`config.mk`:
```
export PLATFORM = sky130hd
export DESIGN_NAME = uart_rxq_top
export DESIGN_NICKNAME = d
export VERILOG_FILES = /design/src/rtl/uart_rxq_pkg.sv /design/src/rtl/rxq_store.sv /design/src/rtl/rxq_status.sv /design/src/rtl/rxq_timeout.sv /design/src/rtl/uart_rxq_top.sv
export SDC_FILE = /design/constraint.sdc
export NUM_CORES = 1
export LEC_CHECK = 0
export ABC_AREA = 1
export BUFFER_PORTS_ARGS = -buffer_cell sky130_fd_sc_hd__clkbuf_2
export CAP_MARGIN = 20
export CORE_UTILIZATION = 37
export DETAILED_ROUTE_END_ITERATION = 8
export PLACE_DENSITY = 0.66
export SLEW_MARGIN = 25
export SYNTH_ARGS = -nofsm -noshare
export SYNTH_HDL_FRONTEND = slang
export SYNTH_SLANG_ARGS = --single-unit
```
`constraint.sdc`:
```
create_clock -name clk -period 4.3 [get_ports clk]
set_input_delay 0.43 -clock clk [delete_from_list [all_inputs] [get_ports clk]]
set_output_delay 0.43 -clock clk [all_outputs]
set_load 0.1 [all_outputs]
```
`src/rtl/uart_rxq_pkg.sv`:
```
package uart_rxq_pkg;

  typedef enum logic [1:0] {
    LEN6  = 2'b00,
    LEN7  = 2'b01,
    LEN8  = 2'b10,
    LEN8X = 2'b11
  } char_len_e;

  // Serial frame length in bits: start + data + optional parity + stop bits.
  function automatic logic [3:0] frame_bits(char_len_e len, logic par, logic two);
    logic [3:0] data_n;
    case (len)
      LEN6:    data_n = 4'd6;
      LEN7:    data_n = 4'd7;
      default: data_n = 4'd8;
    endcase
    return 4'd1 + data_n + {3'b000, par} + (two ? 4'd2 : 4'd1);
  endfunction

endpackage

```
`src/rtl/rxq_store.sv`:
```
module rxq_store #(
  parameter int DATA_W = 8,
  parameter int DEPTH  = 16,
  localparam int PTR_W = (DEPTH > 1) ? $clog2(DEPTH) : 1,
  localparam int CNT_W = $clog2(DEPTH + 1)
) (
  input  logic              clk,
  input  logic              rst,
  input  logic              flush,
  input  logic              wr_en,
  input  logic [DATA_W-1:0] wr_data,
  input  logic              rd_any,
  input  logic              rd_en,
  output logic [CNT_W-1:0]  count,
  output logic [CNT_W-1:0]  count_next,
  output logic [DATA_W-1:0] rd_data
);

  logic [DATA_W-1:0] mem [DEPTH];
  logic [PTR_W-1:0]  wptr, rptr;

  function automatic logic [PTR_W-1:0] bump(logic [PTR_W-1:0] p);
    return (p == PTR_W'(DEPTH - 1)) ? '0 : p + 1'b1;
  endfunction

  always_comb begin
    count_next = count;
    if (flush) begin
      count_next = '0;
    end else begin
      if (wr_en && !rd_en) count_next = count + 1'b1;
      if (rd_en && !wr_en) count_next = count - 1'b1;
    end
  end

  // Storage array without reset so it maps onto block RAM.
  always_ff @(posedge clk) begin
    if (wr_en && !flush) mem[wptr] <= wr_data;
  end

  always_ff @(posedge clk) begin
    if (rst) begin
      rd_data <= '0;
    end else if (rd_any && !flush) begin
      rd_data <= rd_en ? mem[rptr] : '0;
    end
  end

  always_ff @(posedge clk) begin
    if (rst || flush) begin
      wptr  <= '0;
      rptr  <= '0;
      count <= '0;
    end else begin
      if (wr_en) wptr <= bump(wptr);
      if (rd_en) rptr <= bump(rptr);
      count <= count_next;
    end
  end


  no_overflow_chk: assert property (@(posedge clk) disable iff (rst)
    count <= CNT_W'(DEPTH));


  no_underflow_chk: assert property (@(posedge clk) disable iff (rst)
    (count == '0 && !wr_en && !flush) |=> (count == '0));

endmodule

```
`src/rtl/rxq_status.sv`:
```
module rxq_status #(
  parameter int DEPTH = 16,
  parameter int CNT_W = 5,
  parameter int LVL_W = 6
) (
  input  logic             clk,
  input  logic             rst,
  input  logic             flush,
  input  logic             evt,
  input  logic [CNT_W-1:0] count_next,
  input  logic [LVL_W-1:0] level,
  output logic             empty,
  output logic             full,
  output logic             trig
);

  logic [LVL_W-1:0] cnt_ext;
  assign cnt_ext = LVL_W'(count_next);

  always_ff @(posedge clk) begin
    if (rst || flush) begin
      empty <= 1'b1;
      full  <= 1'b0;
      trig  <= 1'b0;
    end else if (evt) begin
      empty <= (count_next == '0);
      full  <= (count_next == CNT_W'(DEPTH));
      trig  <= (cnt_ext >= level);
    end
  end


  flags_excl_chk: assert property (@(posedge clk) disable iff (rst)
    $onehot0({empty, full}));

endmodule

```
`src/rtl/rxq_timeout.sv`:
```
module rxq_timeout
  import uart_rxq_pkg::*;
#(
  parameter int BIT_W = 16,
  localparam int CHR_W = BIT_W + 4,
  localparam int TMR_W = BIT_W + 6
) (
  input  logic             clk,
  input  logic             rst,
  input  logic             cancel,
  input  logic             restart,
  input  logic [BIT_W-1:0] bit_cycles,
  input  logic [1:0]       char_len,
  input  logic             parity_en,
  input  logic             two_stop,
  output logic             fire
);

  logic [3:0]       frame;
  logic [CHR_W-1:0] char_cyc;
  logic [TMR_W-1:0] window;
  logic [TMR_W-1:0] remain;

  assign frame    = frame_bits(char_len_e'(char_len), parity_en, two_stop);
  assign char_cyc = CHR_W'(bit_cycles) * CHR_W'(frame);
  assign window   = {char_cyc, 2'b00};

  always_ff @(posedge clk) begin
    if (rst || cancel) begin
      remain <= '0;
      fire   <= 1'b0;
    end else begin
      fire <= 1'b0;
      if (restart) begin
        remain <= window;
      end else if (remain != '0) begin
        remain <= remain - 1'b1;
        if (remain == TMR_W'(1)) fire <= 1'b1;
      end
    end
  end


  cancel_idle_chk: assert property (@(posedge clk) disable iff (rst)
    cancel |=> (remain == '0 && !fire));


  single_pulse_chk: assert property (@(posedge clk) disable iff (rst)
    fire |=> !fire);

endmodule

```
`src/rtl/uart_rxq_top.sv`:
```
module uart_rxq_top #(
  parameter int DATA_W    = 8,
  parameter int DEPTH     = 16,
  parameter int BIT_W     = 16,
  parameter int LVL_RESET = 32,
  localparam int CNT_W    = $clog2(DEPTH + 1),
  localparam int LVL_W    = CNT_W + 1
) (
  input  logic              clk,
  input  logic              rst,
  input  logic              rx_en,
  input  logic              flush,
  input  logic              push_valid,
  input  logic [DATA_W-1:0] push_data,
  input  logic              rd_strobe,
  input  logic              lvl_we,
  input  logic [LVL_W-1:0]  lvl_wdata,
  input  logic [BIT_W-1:0]  bit_cycles,
  input  logic [1:0]        char_len,
  input  logic              parity_en,
  input  logic              two_stop,
  output logic [DATA_W-1:0] rd_data,
  output logic              empty,
  output logic              full,
  output logic              trig,
  output logic              overrun,
  output logic              timeout
);

  logic [CNT_W-1:0] count, count_next;
  logic [LVL_W-1:0] level;
  logic             rd_ok, pop_en, push_ok, evt;

  assign rd_ok   = rd_strobe && rx_en && !flush;
  assign pop_en  = rd_ok && (count != '0);
  // The read is applied first, so a full queue with a pop has room.
  assign push_ok = push_valid && !flush && ((count != CNT_W'(DEPTH)) || pop_en);
  assign evt     = push_ok || rd_ok;

  always_ff @(posedge clk) begin
    if (rst) begin
      level   <= LVL_W'(LVL_RESET);
      overrun <= 1'b0;
    end else begin
      if (lvl_we) level <= lvl_wdata;
      overrun <= push_valid && !flush && !push_ok;
    end
  end

  rxq_store #(.DATA_W(DATA_W), .DEPTH(DEPTH)) u_store (
    .clk        (clk),
    .rst        (rst),
    .flush      (flush),
    .wr_en      (push_ok),
    .wr_data    (push_data),
    .rd_any     (rd_strobe),
    .rd_en      (pop_en),
    .count      (count),
    .count_next (count_next),
    .rd_data    (rd_data)
  );

  rxq_status #(.DEPTH(DEPTH), .CNT_W(CNT_W), .LVL_W(LVL_W)) u_status (
    .clk        (clk),
    .rst        (rst),
    .flush      (flush),
    .evt        (evt),
    .count_next (count_next),
    .level      (level),
    .empty      (empty),
    .full       (full),
    .trig       (trig)
  );

  rxq_timeout #(.BIT_W(BIT_W)) u_timer (
    .clk        (clk),
    .rst        (rst),
    .cancel     (flush),
    .restart    (push_ok),
    .bit_cycles (bit_cycles),
    .char_len   (char_len),
    .parity_en  (parity_en),
    .two_stop   (two_stop),
    .fire       (timeout)
  );


  overrun_drop_chk: assert property (@(posedge clk) disable iff (rst)
    (push_valid && !flush && count == CNT_W'(DEPTH) && !pop_en)
      |=> (overrun && count == CNT_W'(DEPTH)));


  pop_first_chk: assert property (@(posedge clk) disable iff (rst)
    (push_valid && !flush && rd_strobe && rx_en && count == CNT_W'(DEPTH))
      |=> (!overrun && count == CNT_W'(DEPTH)));


  full_match_chk: assert property (@(posedge clk) disable iff (rst)
    full == (count == CNT_W'(DEPTH)));


  empty_match_chk: assert property (@(posedge clk) disable iff (rst)
    empty == (count == '0));


  rd_disabled_chk: assert property (@(posedge clk) disable iff (rst)
    (rd_strobe && !rx_en && !push_valid && !flush) |=> $stable(count));

endmodule

```
==> results_dict.tcl, run 1 <==
set metrics [dict create \
    status "finished clean" \
    p_per_area_mw_per_mm2 425 \
    ys.warnings.count 0 \
    final-hold-violation-count 0 \
    die_height_um 169 \
    ys.flop_type "edfxtp_1" \
    pwr-share-seq_pct 41.0 \
    grt_max_degree 65 \
    route.detailed.drc 0 \
    fin_nets 1327 \
    async_reset_ff_share_pct 0 \
    synth_top_area_cell "edfxtp_1" \
    fillCellCount 2746 \
    r2r_start "u_store.count[0]$_SDFF_PP0_" \
    ys_ff_latch 186 \
    ys_top_cells_by_count "nor2_1, nand2_1, inv_1" \
    crit_chain "clkbuf_2 > a21o_1 > nor2_1 > a21oi_1 > inv_1 > ha_1 > ha_2 > nand2_1 > fa_1 > inv_1 > fa_1 > inv_1 > fa_1 > o21ai_0 > buf_4 > nand2_1 > nand2_1 > nand2_1 > nand2_1 > nor2_1 > nor2_1 > nand2_1 > a21oi_1" \
    die-area_mm2 0.0285 \
    stdcell_count 1603 \
    cts.clk_slew.worst_paths_ns 0.07 \
    placementRows 60 \
    critical_path_class "in2reg" \
    irDropWorstVdd_v 0.000197 \
    worstHoldPathCells 3 \
    p_sw_share_pct 33.6 \
    period_needed_ns 3.82 \
    r2r-end "u_store.mem[12][6]$_DFFE_PP_" \
    portBuffers 53 \
    gp_congestion 0.854 \
    synth_cells 1175 \
    cpMostUsedCell "nand2_1" \
    p_leak_nw 4.86 \
    synth.cell_area_mm2 0.0103 \
    required_ns 4.66 \
    dp_hpwl_um 16400 \
    ff2ff_path_depth 7 \
    drive_above_1_share_pct 12.0 \
    num_io_pins 54 \
    netlist_top_cells_area "edfxtp_1, dfxtp_1, nor2_1" \
    cts_buffer_depth 2 \
    synthesis.nets 1284 \
    cap_viol_max_count 0 \
    drt-initial-drc-count 579 \
    finalCritPeriodShare_pct 88.9 \
    synth_edf_count 128 \
    htreeDepth 4 \
    setup_violations 0 \
    hp-class "in2reg" \
    synth.distinct_cells 43 \
    ys_seq_area_share_pct 48.5 \
    n_antenna_cell 0 \
    slew_viol_final 0 \
    synthToLayoutAreaGrowth_pct 12.0 \
    fp.dieW_um 169 \
    clkPwrFrac_pct 30.3 \
    ant_nets 0 \
    fmax_mhz 262 \
    hp-start "lvl_wdata[5]" \
    tightest_slew_ns 0.906 \
    synth.avg_cell_area_um2 8.77 \
    grt_pass1_wl_um 38600 \
    totalWireLength_um 23300 \
    switchingPower_w 0.00165 \
    final.setup.tns_ns 0 \
    worstSetupStartpointType "primary input" \
    wl_per_cell_um 14.5 \
    end_kind "flip-flop" \
    cts-root-buf "clkbuf_16" \
    p_int_w 0.00326 \
    cts_tree "built" \
    crit_slowest_cell "fa_1" \
    synth.most_common_cell "nor2_1" \
    numCtsBuffers 17 \
    max_stage_delay_ns 0.56 \
    viasPerCell 4.94 \
    clk_latency_ns 0.44 \
    num_vias 7913 \
    skew_ns 0.0117 \
    multiInputGateArea_mm2 0.00449 \
    cts_sinks 186 \
    worstPathArrival_ns 4.18 \
    grt_pass1_vias 7569 \
    antenna_found_initial 0 \
    synth_top_area_share_pct 37.3 \
    dpl.cell_count 1571 \
    slew_headroom_pct 39.5 \
    layout.area.seq_mm2 0.00501 \
    core_area_mm2 0.0272 \
    initial_core_util_pct 37.9 \
    overflow 0 \
    rsz0062_at_grt "false" \
    r2r_slack_ns 1.49 \
    power.share.combinational_pct 28.7 \
    crit_path_max_fanout 11 \
    track_usage_pct 17.3 \
    firstDrtPassIters 5 \
    whs_endpoint "level[5]$_SDFFE_PP1P_" \
]
what timing repair did:
action / in CTS / in global routing
hold buffers: 0 / 0
resized for setup: 0 / 2
setup endpoints to repair: 0 / 3
setup buffers: 0 / 0
endpoints found under the hold margin: 0 / 0
how the worst max path moves through the flow:
stage | from | end | slack (ns) | cells after the start
2_1_floorplan | two_stop | u_timer.remain[16]$_SDFFE_PP0P_ | 0.1 | 23
3_3_place_gp | two_stop | u_timer.remain[16]$_SDFFE_PP0P_ | -0.05 | 23
3_5_place_dp | two_stop | u_timer.remain[20]$_SDFFE_PP0P_ | -0.15 | 22
4_1_cts | two_stop | u_timer.remain[20]$_SDFFE_PP0P_ | 0.29 | 22
5_1_grt | two_stop | u_timer.remain[20]$_SDFFE_PP0P_ | 0.05 | 24
6_report | two_stop | u_timer.remain[16]$_SDFFE_PP0P_ | 0.48 | 23
cell families after synthesis:
group	Yosys count	synth area share (%)
compound gates	217	11.5
xor+xnor	11	0.935
simple gates	485	20.7
flops	186	48.5
buf+inv	208	8.00
fa+ha+maj	68	10.3
metal layers:
layer,track usage [%],up-vias,share of wire (%)
met1,23.0,3718,45
met5,0,-,0
met4,5.02,0,1.6
met3,3.67,25,5.3
met2,28.2,201,48
li1,-,3969,-
cell type report:
| class | instances | share of cell area, % |
|---|---|---|
| inverter | 156 | 5.13 |
| clock inverter | 14 | 1.07 |
| tap | 372 | 4.03 |
| clock buffer | 18 | 3.72 |
| sequential | 186 | 43.4 |
| timing repair buffer | 76 | 3.79 |
| multi-input combinational | 781 | 38.9 |
critical path: cells and delay by family:
kind | cells | cell delay (ns)
adders and majority gates | 5 | 2.12
and+or+nand+nor | 9 | 0.65
AOI/OAI and AO/OA | 4 | 0.56
buffers and inverters | 5 | 0.42
per-stage QoR:
stage	setup WS (ns)	hold slack (ns)	power (W)	cell area [um^2]	util, %
finish	0.477	0.215	0.00491	11500	42.5
global route	0.0543	0.204	0.00522	11500	42.5
CTS	0.293	0.202	0.00494	11500	42.4
detailed placement	-0.152	0.461	0.00345	11000	40.4
global placement	-0.0511	0.453	0.00343	11000	40.4
floorplan	0.0980	0.437	0.00307	10300	-
power by group through the flow:
stage	clock, W	sequential [W]	combinational, W
after floorplan	0	0.00205	0.00102
after global placement	0	0.00205	0.00138
after detailed placement	0	0.00205	0.00140
after CTS	0.00151	0.00201	0.00141
after global routing	0.00158	0.00202	0.00161
final	0.00149	0.00201	0.00141
cell usage in the layout (no fill, tap or decap), drive strengths merged, types with 10 or more instances in the layout:
cell	n
ha	40
o211ai	32
inv	162
nand2	184
xor2	10
edfxtp	128
buf	23
o21ai	116
nand4	15
clkbuf	71
fa	28
or2	11
nor2	199
dfxtp	58
a21oi	61
nand3	57
flip-flops by register name, indices dropped and copies added (netlist names), named ones only:
name and count:
u_store.rptr 4, u_store.wptr 4, u_timer.remain 22, overrun 1
u_status.trig 1, u_timer.fire 1, u_store.rd_data 8, u_store.count 5
level 6, u_store.mem 128, u_status.full 1, u_status.empty 1
(Power assumes the default switching activity.)
==> run 2: changes to the inputs <==
--- a/config.mk
+++ b/config.mk
@@ -14,4 +14,5 @@
 export SLEW_MARGIN = 25
 export SYNTH_ARGS = -nofsm -noshare
 export SYNTH_HDL_FRONTEND = slang
+export SYNTH_HIERARCHICAL = 1
 export SYNTH_SLANG_ARGS = --single-unit
==> run 2 against run 1 <==
Compared with the run above:
- first-iteration DRC count grew 8.6%
- highest routed layer unchanged
- total power up 20%
- global-route usage fell by 0.49 points
- synthesized area grew 7.6%
- critical endpoint is now u_timer/remain[20]$_SDFFE_PP0P_
- critical path depth up 2
- count of clock-buffer cells in the layout is 1 lower
- largest power group is now combinational logic
- clock power increased by 7%
- register-to-register slack improved by 0.27 ns
- die area increased by 7.5%
- non-clock buffer count is 17 higher
- core utilization grew 0.084 points
- via count rose by 11%
==> results_dict.tcl, run 2 <==
set metrics [dict create \
    hp-class "in2reg" \
    slew_headroom_pct 40.8 \
    fin_total_pwr_w 0.00587 \
    route.detailed.drc 0 \
    p_per_area_mw_per_mm2 466 \
    synth.avg_cell_area_um2 8.16 \
    status "finished clean" \
    period_needed_ns 4.08 \
    cp-startpoint "char_len[1]" \
    ys.warnings.count 6 \
    hp-start "lvl_wdata[5]" \
    pre_cts_ws_ns -0.280 \
    top_regs "u_store/mem (128), u_timer/remain (22), u_store/rd_data (8)" \
    synth_edf_count 128 \
    worstPathArrival_ns 4.39 \
    fin_area_mm2 0.0126 \
    worstSetupStartpointType "primary input" \
    cts-root-buf "clkbuf_16" \
    placementRows 63 \
    fp.dieW_um 175 \
    portBuffers 53 \
    p_leak_nw 5.93 \
    synth.most_common_cell "nand2_1" \
    skew_ns 0.0155 \
    num_vias 8791 \
    overflow 0 \
    core_area_mm2 0.0296 \
    grt_pass1_vias 8401 \
    required_ns 4.61 \
    irDropWorstVdd_v 0.000304 \
    die-area_mm2 0.0307 \
    cts.clk_slew.worst_paths_ns 0.07 \
    ant_nets 0 \
    initial_core_util_pct 37.5 \
    synthToLayoutAreaGrowth_pct 13.4 \
    viasPerCell 4.78 \
    synthesis.nets 1472 \
    fmax_mhz 245 \
    synth.distinct_cells 47 \
    top_register "u_store/mem" \
    end_kind "flip-flop" \
    largest_reg_flops 128 \
    synth_top_area_cell "edfxtp_1" \
    ys_ff_latch 186 \
    synth_top_area_share_pct 34.7 \
    gp_congestion 0.864 \
    cts-resized-gates 0 \
    cap_viol_max_count 0 \
    drt-initial-drc-count 629 \
    crit_path_max_fanout 6 \
    mostFrequentLayoutCells "nand2_1, inv_1, nand3_1, nor2_1, edfxtp_1" \
    cts_setup_buffers 0 \
    synth.cell_area_mm2 0.0111 \
    num_io_pins 54 \
    setup_violations 0 \
    slew_viol_final 0 \
    hold_ws_ns 0.213 \
    finalCritPeriodShare_pct 94.9 \
    grt_pass1_wl_um 40800 \
    die_height_um 175 \
    ys_top_cells_by_count "nand2_1, inv_1, nand3_1" \
    fin_nets 1550 \
    final-hold-violation-count 0 \
    dpl_cell_area_mm2 0.0119 \
    track_usage_pct 16.8 \
    firstDrtPassIters 5 \
    htreeDepth 4 \
    synth_cells 1359 \
    drive_above_1_share_pct 13.4 \
    wl_per_cell_um 13.6 \
    cts_tree "built" \
    cts_buffer_depth 2 \
    cts_sinks 186 \
    clk_latency_ns 0.45 \
    tightest_slew_ns 0.885 \
    n_antenna_cell 0 \
    antenna_found_initial 0 \
    cts.hold.buffers_added 0 \
    numCtsBuffers 17 \
    netlist_top_cells_area "edfxtp_1, nand2_1, dfxtp_1" \
    ys.flop_type "edfxtp_1" \
    r2r_start "u_store/count[2]$_SDFF_PP0_" \
    grt_max_degree 65 \
    dp_hpwl_um 17600 \
    async_reset_ff_share_pct 0 \
    ys_seq_area_share_pct 45.1 \
    max_stage_delay_ns 0.54 \
    critical_path_class "in2reg" \
    crit_slowest_cell "fa_1" \
    totalWireLength_um 25100 \
    worst_slack_ns 0.220 \
    final_common_cell "nand2_1" \
]
-- run 2: changes by cell type in the layout (fill, tap and decap cells not counted), moves of 15 or more --
cell      previous run  this run
nand2_1            177       352
a21oi_1             61        41
inv_1              149       247
nand3_1             49       147
o211ai_1            32         3
buf_4               23        38
o21ai_0            106        23
nor2_1             191       137
-- run 2: path summary, 6_finish.rpt --
kind | slack (ns) | depth (start not counted) | endpoint
max reg2reg | 1.76 | 8 | u_store/mem[2][1]$_DFFE_PP_
min | 0.21 | 3 | level[5]$_SDFFE_PP1P_
min reg2reg | 0.48 | 2 | u_store/rd_data[6]$_SDFFE_PP0P_
max | 0.22 | 25 | u_timer/remain[20]$_SDFFE_PP0P_
-- run 2: per-stage QoR --
stage / instances / TNS [ns] / util [%]
finish: 1840 / 0 / 42.6
global route: 1840 / -0.0221 / 42.6
CTS: 1839 / 0 / 42.4
detailed placement: 1807 / -3.03 / 40.3
global placement: 1807 / -2.35 / 40.3
floorplan: 1359 / 0 / -
-- run 2: layer usage --
metal	global-route usage, %	routed length, um	up-vias
li1	-	-	4443
met1	20.5	10900	4083
met2	29.6	12500	222
met3	2.22	1020	43
met4	6.81	599	0
met5	0	0	-
-- run 2: cells by family after synthesis --
family | after synthesis | share of synthesized area [%]
XOR/XNOR | 13 | 1.03
AND/OR/NAND/NOR | 701 | 27.7
flip-flops | 186 | 45.1
AO/OA/AOI/OAI | 93 | 4.93
adder cells (fa/ha/maj) | 72 | 10.1
buffers and inverters | 294 | 11.1
-- run 2: power breakdown --
group	total, W	internal, W	switching (W)
clock network	0.00160	0.000804	0.000798
logic	0.00224	0.000895	0.00134
registers	0.00203	0.00197	0.0000635
total	0.00587	0.00367	0.00220
-- run 2: worst max-delay path, delay by kind of cell --
family | cells | cell delay, ns
xor+xnor | 1 | 0.19
buf+inv | 8 | 0.75
compound gates | 4 | 0.69
fa+ha+maj | 5 | 1.86
simple gates | 7 | 0.46
-- run 2: final cells by class --
cell class | instances | area [um^2]
Clock buffer | 17 | 425
Clock inverter | 15 | 206
Fill cell | 2912 | 17000
Inverter | 260 | 978
Multi-Input combinational cell | 879 | 4900
Sequential cell | 186 | 5010
Tap cell | 390 | 488
Timing Repair Buffer | 93 | 576
